`src/rtl/fwd_pkg.sv`:
```
package fwd_pkg;
  typedef enum logic [1:0] {
    SRC_RF      = 2'd0,
    SRC_NEAR    = 2'd1,
    SRC_FAR_ALU = 2'd2,
    SRC_FAR_LD  = 2'd3
  } opnd_src_e;
endpackage

```
`src/rtl/spec_match.sv`:
```
module spec_match #(
  parameter int AW = 5
) (
  input  logic          valid,
  input  logic [AW-1:0] src,
  input  logic [AW-1:0] dst,
  input  logic          wen,
  output logic          hit
);
  // register 0 is hard-wired and never forwarded
  always_comb begin
    hit = valid && wen && (dst == src) && (dst != '0);
  end
endmodule

```
`src/rtl/operand_route.sv`:
```
module operand_route
  import fwd_pkg::*;
#(
  parameter int AW = 5
) (
  input  logic          valid,
  input  logic [AW-1:0] src,
  input  logic [AW-1:0] ex_dst,
  input  logic          ex_wen,
  input  logic          ex_is_load,
  input  logic [AW-1:0] mem_dst,
  input  logic          mem_wen,
  input  logic          mem_is_load,
  output opnd_src_e     next_sel,
  output logic          load_hazard
);
  localparam int NPROD = 2;

  logic [NPROD-1:0][AW-1:0] prod_dst;
  logic [NPROD-1:0]         prod_wen;
  logic [NPROD-1:0]         hit;

  assign prod_dst[0] = ex_dst;
  assign prod_dst[1] = mem_dst;
  assign prod_wen[0] = ex_wen;
  assign prod_wen[1] = mem_wen;

  for (genvar p = 0; p < NPROD; p++) begin : g_cmp
    spec_match #(.AW(AW)) cmp_i (
      .valid(valid),
      .src  (src),
      .dst  (prod_dst[p]),
      .wen  (prod_wen[p]),
      .hit  (hit[p])
    );
  end

  // nearer producer has priority; a near load cannot forward yet
  always_comb begin
    load_hazard = hit[0] && ex_is_load;
    if (hit[0]) begin
      next_sel = ex_is_load ? SRC_RF : SRC_NEAR;
    end else if (hit[1]) begin
      next_sel = mem_is_load ? SRC_FAR_LD : SRC_FAR_ALU;
    end else begin
      next_sel = SRC_RF;
    end
  end
endmodule

```
`src/rtl/operand_mux.sv`:
```
module operand_mux
  import fwd_pkg::*;
#(
  parameter int DW = 32
) (
  input  opnd_src_e     sel,
  input  logic [DW-1:0] rf_val,
  input  logic [DW-1:0] near_val,
  input  logic [DW-1:0] far_alu_val,
  input  logic [DW-1:0] far_ld_val,
  output logic [DW-1:0] out_val
);
  always_comb begin
    unique case (sel)
      SRC_NEAR:    out_val = near_val;
      SRC_FAR_ALU: out_val = far_alu_val;
      SRC_FAR_LD:  out_val = far_ld_val;
      default:     out_val = rf_val;
    endcase
  end
endmodule

```
`src/rtl/fwd_interlock_unit.sv`:
```
module fwd_interlock_unit
  import fwd_pkg::*;
#(
  parameter int REG_COUNT = 32,
  parameter int DATA_W    = 32,
  localparam int AW       = $clog2(REG_COUNT)
) (
  input  logic              clk,
  input  logic              rst,
  input  logic              rd_valid,
  input  logic [AW-1:0]     rd_src_a,
  input  logic [AW-1:0]     rd_src_b,
  input  logic [AW-1:0]     ex_dst,
  input  logic              ex_wen,
  input  logic              ex_is_load,
  input  logic [AW-1:0]     mem_dst,
  input  logic              mem_wen,
  input  logic              mem_is_load,
  input  logic [DATA_W-1:0] rf_a,
  input  logic [DATA_W-1:0] rf_b,
  input  logic [DATA_W-1:0] near_data,
  input  logic [DATA_W-1:0] far_alu_data,
  input  logic [DATA_W-1:0] far_load_data,
  output logic [DATA_W-1:0] op_a,
  output logic [DATA_W-1:0] op_b,
  output logic              hold_front,
  output logic              kill_alu
);
  localparam int NOPND = 2;

  logic [NOPND-1:0][AW-1:0]     src;
  logic [NOPND-1:0][DATA_W-1:0] rf_val;
  logic [NOPND-1:0][DATA_W-1:0] op_val;
  logic [NOPND-1:0]             hazard;
  opnd_src_e                    next_sel [NOPND];
  opnd_src_e                    sel_q    [NOPND];
  logic                         stall;

  assign src[0]    = rd_src_a;
  assign src[1]    = rd_src_b;
  assign rf_val[0] = rf_a;
  assign rf_val[1] = rf_b;

  for (genvar k = 0; k < NOPND; k++) begin : g_opnd
    operand_route #(.AW(AW)) route_i (
      .valid      (rd_valid),
      .src        (src[k]),
      .ex_dst     (ex_dst),
      .ex_wen     (ex_wen),
      .ex_is_load (ex_is_load),
      .mem_dst    (mem_dst),
      .mem_wen    (mem_wen),
      .mem_is_load(mem_is_load),
      .next_sel   (next_sel[k]),
      .load_hazard(hazard[k])
    );

    // the bubble entering execute during a stall takes no path
    always_ff @(posedge clk) begin
      if (rst || stall) begin
        sel_q[k] <= SRC_RF;
      end else begin
        sel_q[k] <= next_sel[k];
      end
    end

    operand_mux #(.DW(DATA_W)) mux_i (
      .sel        (sel_q[k]),
      .rf_val     (rf_val[k]),
      .near_val   (near_data),
      .far_alu_val(far_alu_data),
      .far_ld_val (far_load_data),
      .out_val    (op_val[k])
    );
  end

  assign stall      = |hazard;
  assign hold_front = stall;
  assign kill_alu   = stall;
  assign op_a       = op_val[0];
  assign op_b       = op_val[1];
endmodule

```
`config.mk`:
```
export PLATFORM = sky130hd
export DESIGN_NAME = fwd_interlock_unit
export DESIGN_NICKNAME = d
export VERILOG_FILES = /design/src/rtl/fwd_pkg.sv /design/src/rtl/spec_match.sv /design/src/rtl/operand_route.sv /design/src/rtl/operand_mux.sv /design/src/rtl/fwd_interlock_unit.sv
export SDC_FILE = /design/constraint.sdc
export NUM_CORES = 1
export LEC_CHECK = 0
export ABC_AREA = 1
export CORE_AREA = 2 2 97 99
export DETAILED_ROUTE_END_ITERATION = 10
export DIE_AREA = 0 0 99 101
export DONT_BUFFER_PORTS = 1
export MAX_ROUTING_LAYER = met4
export PLACE_DENSITY = 0.39
export SYNTH_ARGS = -nofsm -noshare
export SYNTH_HDL_FRONTEND = slang
export SYNTH_SLANG_ARGS = --single-unit
```
`constraint.sdc`:
```
create_clock -name clk -period 1.52 [get_ports clk]
set_clock_uncertainty 0.15 [all_clocks]
set_input_delay 0.152 -clock clk [delete_from_list [all_inputs] [get_ports clk]]
set_output_delay 0.152 -clock clk [all_outputs]
set_load 0.02 [all_outputs]
```
==> Flow_metrics.wiki <==
{| class="wikitable"
! Metric !! Value
|-
| Total area of multi-input combinational cells || 1980 sq um
|-
| Part of the cycle the worst path needs || 1.05
|-
| Avg Vias per Cell || 5.47
|-
| Area growth from synthesis to layout || 35.1%
|-
| Area of the placeable core || 8980 sq um
|-
| Share of async-settable or async-resettable flops after synthesis || 0
|-
| NumNets Final || 680
|-
| Peak per-stage delay on the critical path || 0.37 ns
|-
| Routed wire length per instance || 18.8 um
|-
| Post-layout worst setup margin || -0.0809 ns
|-
| Start point of the worst min-delay path || ex_is_load
|-
| Startpoint type of the worst setup path || register
|-
| Clock Sinks || 4
|-
| Max-slew violation count || 0
|-
| Number of fillers in the final layout || 1032
|-
| Classification of the worst-slack hold path || in2reg
|-
| Maximum fanout along the worst path || 7
|-
| Run status || finished with violations
|-
| GR Overflow Total || 0
|-
| Leakage Power || 1.24 nW
|-
| Kind of cell adding the most delay to the critical path || flip-flops
|-
| Die Ht || 101 um
|-
| Remaining antenna violation count after routing || 0
|-
| Fin. Hold Viols || 0
|-
| Largest registers || sel_q x4
|-
| Total of buffers placed on input and output ports || 0
|-
| Required @ worst endpoint || 1.22 ns
|-
| Most repeated cell in the gate-level netlist after synthesis || sky130_fd_sc_hd__nand2_1
|-
| Largest net degree at the start of global routing || 33
|-
| Endpoint kind of the worst setup timing path || output pin
|-
| Netlist area before placement || 2150 sq um
|-
| Worst hold path stage count || 3
|-
| Transition time at the pin with the least slew margin || 0.341 ns
|-
| Antenna violations before repair || 1
|-
| Max clock buf depth || 2
|-
| Number of search-and-repair iterations in the first detailed-routing pass || 4
|-
| Number of enable flip-flop cells after synthesis || 0
|-
| Critical-path cell list || inv_2 -> nor2_4 -> buf_12 -> clkbuf_16 -> nand2_1 -> nand4_1
|-
| Fraction of layout instances using a drive strength above 1 || 0.224
|-
| Largest area contributor in the netlist || sky130_fd_sc_hd__nand2_1
|-
| Pre-CTS worst setup slack || 0.0419 ns
|-
| Peak supply drop || 0.000143 V
|-
| Maximum frequency from static timing analysis || 625 MHz
|-
| Vias in the first global route || 2881
|-
| Average cell area after synthesis || 4.50 sq um
|-
| Slowest stage cell, crit path || sky130_fd_sc_hd__dfxtp_4
|-
| Final worst path period need || 1.60 ns
|-
| Combined buffer and inverter count along the critical path || 3
|-
| Sum of routed wire length over all layers || 11400 um
|-
| Initial Utilization || 0.240
|-
| Placed Instances || 580
|-
| Final std cells w/o fill || 603
|-
| Number of ports placed on the die boundary || 253
|-
| Post-detailed-route DRC marker count || 0
|-
| Total power || 0.000745 W
|-
| Syn_nets || 665
|-
| Cells after synthesis || 478
|-
| Total via count after detailed routing || 3297
|-
| Die ar. || 10000 sq um
|-
| Detailed placer's ending HPWL || 8110 um
|-
| Total CTS buffers || 3
|-
| Worst-path clk slew || 0.03 ns
|-
| Setup tns final || -3.55 ns
|-
| Main area contributors after synthesis || sky130_fd_sc_hd__nand2_1 (53%), sky130_fd_sc_hd__nand4_1 (19%), sky130_fd_sc_hd__buf_2 (5.6%), sky130_fd_sc_hd__inv_1 (4.2%), sky130_fd_sc_hd__dfxtp_1 (3.7%)
|-
| Worst setup path category || reg2out
|-
| RePlAce Congestion || 0.763
|-
| Register with the most flip-flops || sel_q
|-
| Area share of the largest cell type after synthesis || 0.531
|-
| Global Route Usage Sum || 0.183
|-
| Number of H-tree levels || 1
|-
| Synthesis-stage register bit count || 4
|-
| Clock tree root buffer cell || sky130_fd_sc_hd__clkbuf_8
|-
| Max_cap viols || 0
|-
| Global-route wire length before repair || 14400 um
|-
| Max transition margin || 0.772
|-
| Setup repair after global routing missed its margin || true
|-
| Power density cells || 256 nW/um^2
|-
| Area taken by flip-flops and latches || 95.1 sq um
|-
| Flip-flop count of the largest register after layout || 4
|-
| Placement row count || 35
|-
| TritonCTS clock tree || built
|-
| Arrival time of the worst setup path || 1.30 ns
|-
| Worst hold slack across all endpoints || 0.00249 ns
|-
| Most used standard cells in the synthesized netlist || sky130_fd_sc_hd__nand2_1 (304), sky130_fd_sc_hd__nand4_1 (65), sky130_fd_sc_hd__buf_2 (24), sky130_fd_sc_hd__inv_1 (24), sky130_fd_sc_hd__nor2_1 (21)
|-
| Part of the Yosys area used for sequential elements || 0.0372
|-
| Most common flop cell mapped by yosys || sky130_fd_sc_hd__dfxtp_1
|-
| Violations in the final reports || negative setup slack
|-
| Final setup vio count || 64
|-
| Hold Path Sink || sel_q[1][0]
|-
| First-iteration detailed-routing DRC count || 176
|-
| Die X-Extent || 99 um
|-
| Synth cell types || 17
|-
| Yosys warning count || 0
|}
-- per-stage QoR --
stage | utilization | cell area [sq um]
2_1_floorplan | - | 2150
3_3_place_gp | 0.262 | 2350
3_5_place_dp | 0.262 | 2350
4_1_cts | 0.284 | 2550
5_1_grt | 0.324 | 2910
6_report | 0.324 | 2910
-- metal layers --
layer  vias to the layer above  global-route usage  part of all wire
met4                         0              0.0316            0.0077
met5                         -                   -                 0
met3                         8              0.0492              0.11
met1                      1502               0.205              0.39
met2                       234               0.330              0.49
li1                       1553                   -                 -
-- power breakdown --
group	switching (W)	internal (W)	total, W
registers	0.00000167	0.000100	0.000102
clock network	0.0000507	0.000168	0.000219
logic	0.000296	0.000128	0.000424
-- layout by cell type (no fill, tap or decap), types with 2 or more instances in the layout --
master,count
sky130_fd_sc_hd__clkbuf_8,3
sky130_fd_sc_hd__nand2_1,262
sky130_fd_sc_hd__nand2_4,3
sky130_fd_sc_hd__inv_4,2
sky130_fd_sc_hd__buf_12,7
sky130_fd_sc_hd__nand3_1,6
sky130_fd_sc_hd__xnor2_1,3
sky130_fd_sc_hd__xor2_1,4
sky130_fd_sc_hd__buf_4,5
sky130_fd_sc_hd__buf_6,9
sky130_fd_sc_hd__inv_1,18
sky130_fd_sc_hd__nand2_2,43
sky130_fd_sc_hd__nand4_1,65
sky130_fd_sc_hd__buf_8,8
sky130_fd_sc_hd__clkbuf_16,5
sky130_fd_sc_hd__nor2_4,5
sky130_fd_sc_hd__nor2_2,6
sky130_fd_sc_hd__dfxtp_4,4
sky130_fd_sc_hd__nand3b_1,2
sky130_fd_sc_hd__inv_2,9
sky130_fd_sc_hd__nor2_1,19
-- worst min-delay path, cell delays in order --
cell	delay [ns]
sky130_fd_sc_hd__nor2_1	0.02
sky130_fd_sc_hd__nor2_1	0.12
sky130_fd_sc_hd__nor2_2	0.04
-- layout make-up --
cell class                      count  area share
Antenna cell                        1    0.000861
Clock buffer                        3      0.0142
Inverter                           29      0.0392
Multi-Input combinational cell    420       0.681
Sequential cell                     4      0.0327
Tap cell                          111      0.0478
Timing Repair Buffer               35       0.184
-- worst max-delay path by stage --
stage               depth (start not counted)  slack, ns  endpoint   startpoint
floorplan                                   7       0.21  kill_alu  rd_src_b[3]
global placement                            5       0.09  op_b[12]  sel_q[1][0]
detailed placement                          5       0.04  op_b[12]  sel_q[1][0]
CTS                                         5      -0.07   op_a[0]  sel_q[0][0]
global route                                6      -0.14  op_b[23]  sel_q[1][1]
finish                                      6      -0.08  op_b[15]  sel_q[1][0]
-- what timing repair did --
action                                  in CTS  in global routing
resized for setup                           46                 51
hold buffers                                 1                  0
cloned                                       4                  8
setup buffers                                0                  7
endpoints found under the setup margin      64                 64
pin swaps                                   43                 31
endpoints found under the hold margin        3                  0
-- kinds of logic after synthesis --
kind of cell | count (synthesis) | synth area share
buf+inv | 54 | 0.110
xor+xnor | 7 | 0.0285
flops | 4 | 0.0372
simple gates | 412 | 0.822
compound gates | 1 | 0.00232
(Power assumes the default switching activity.)
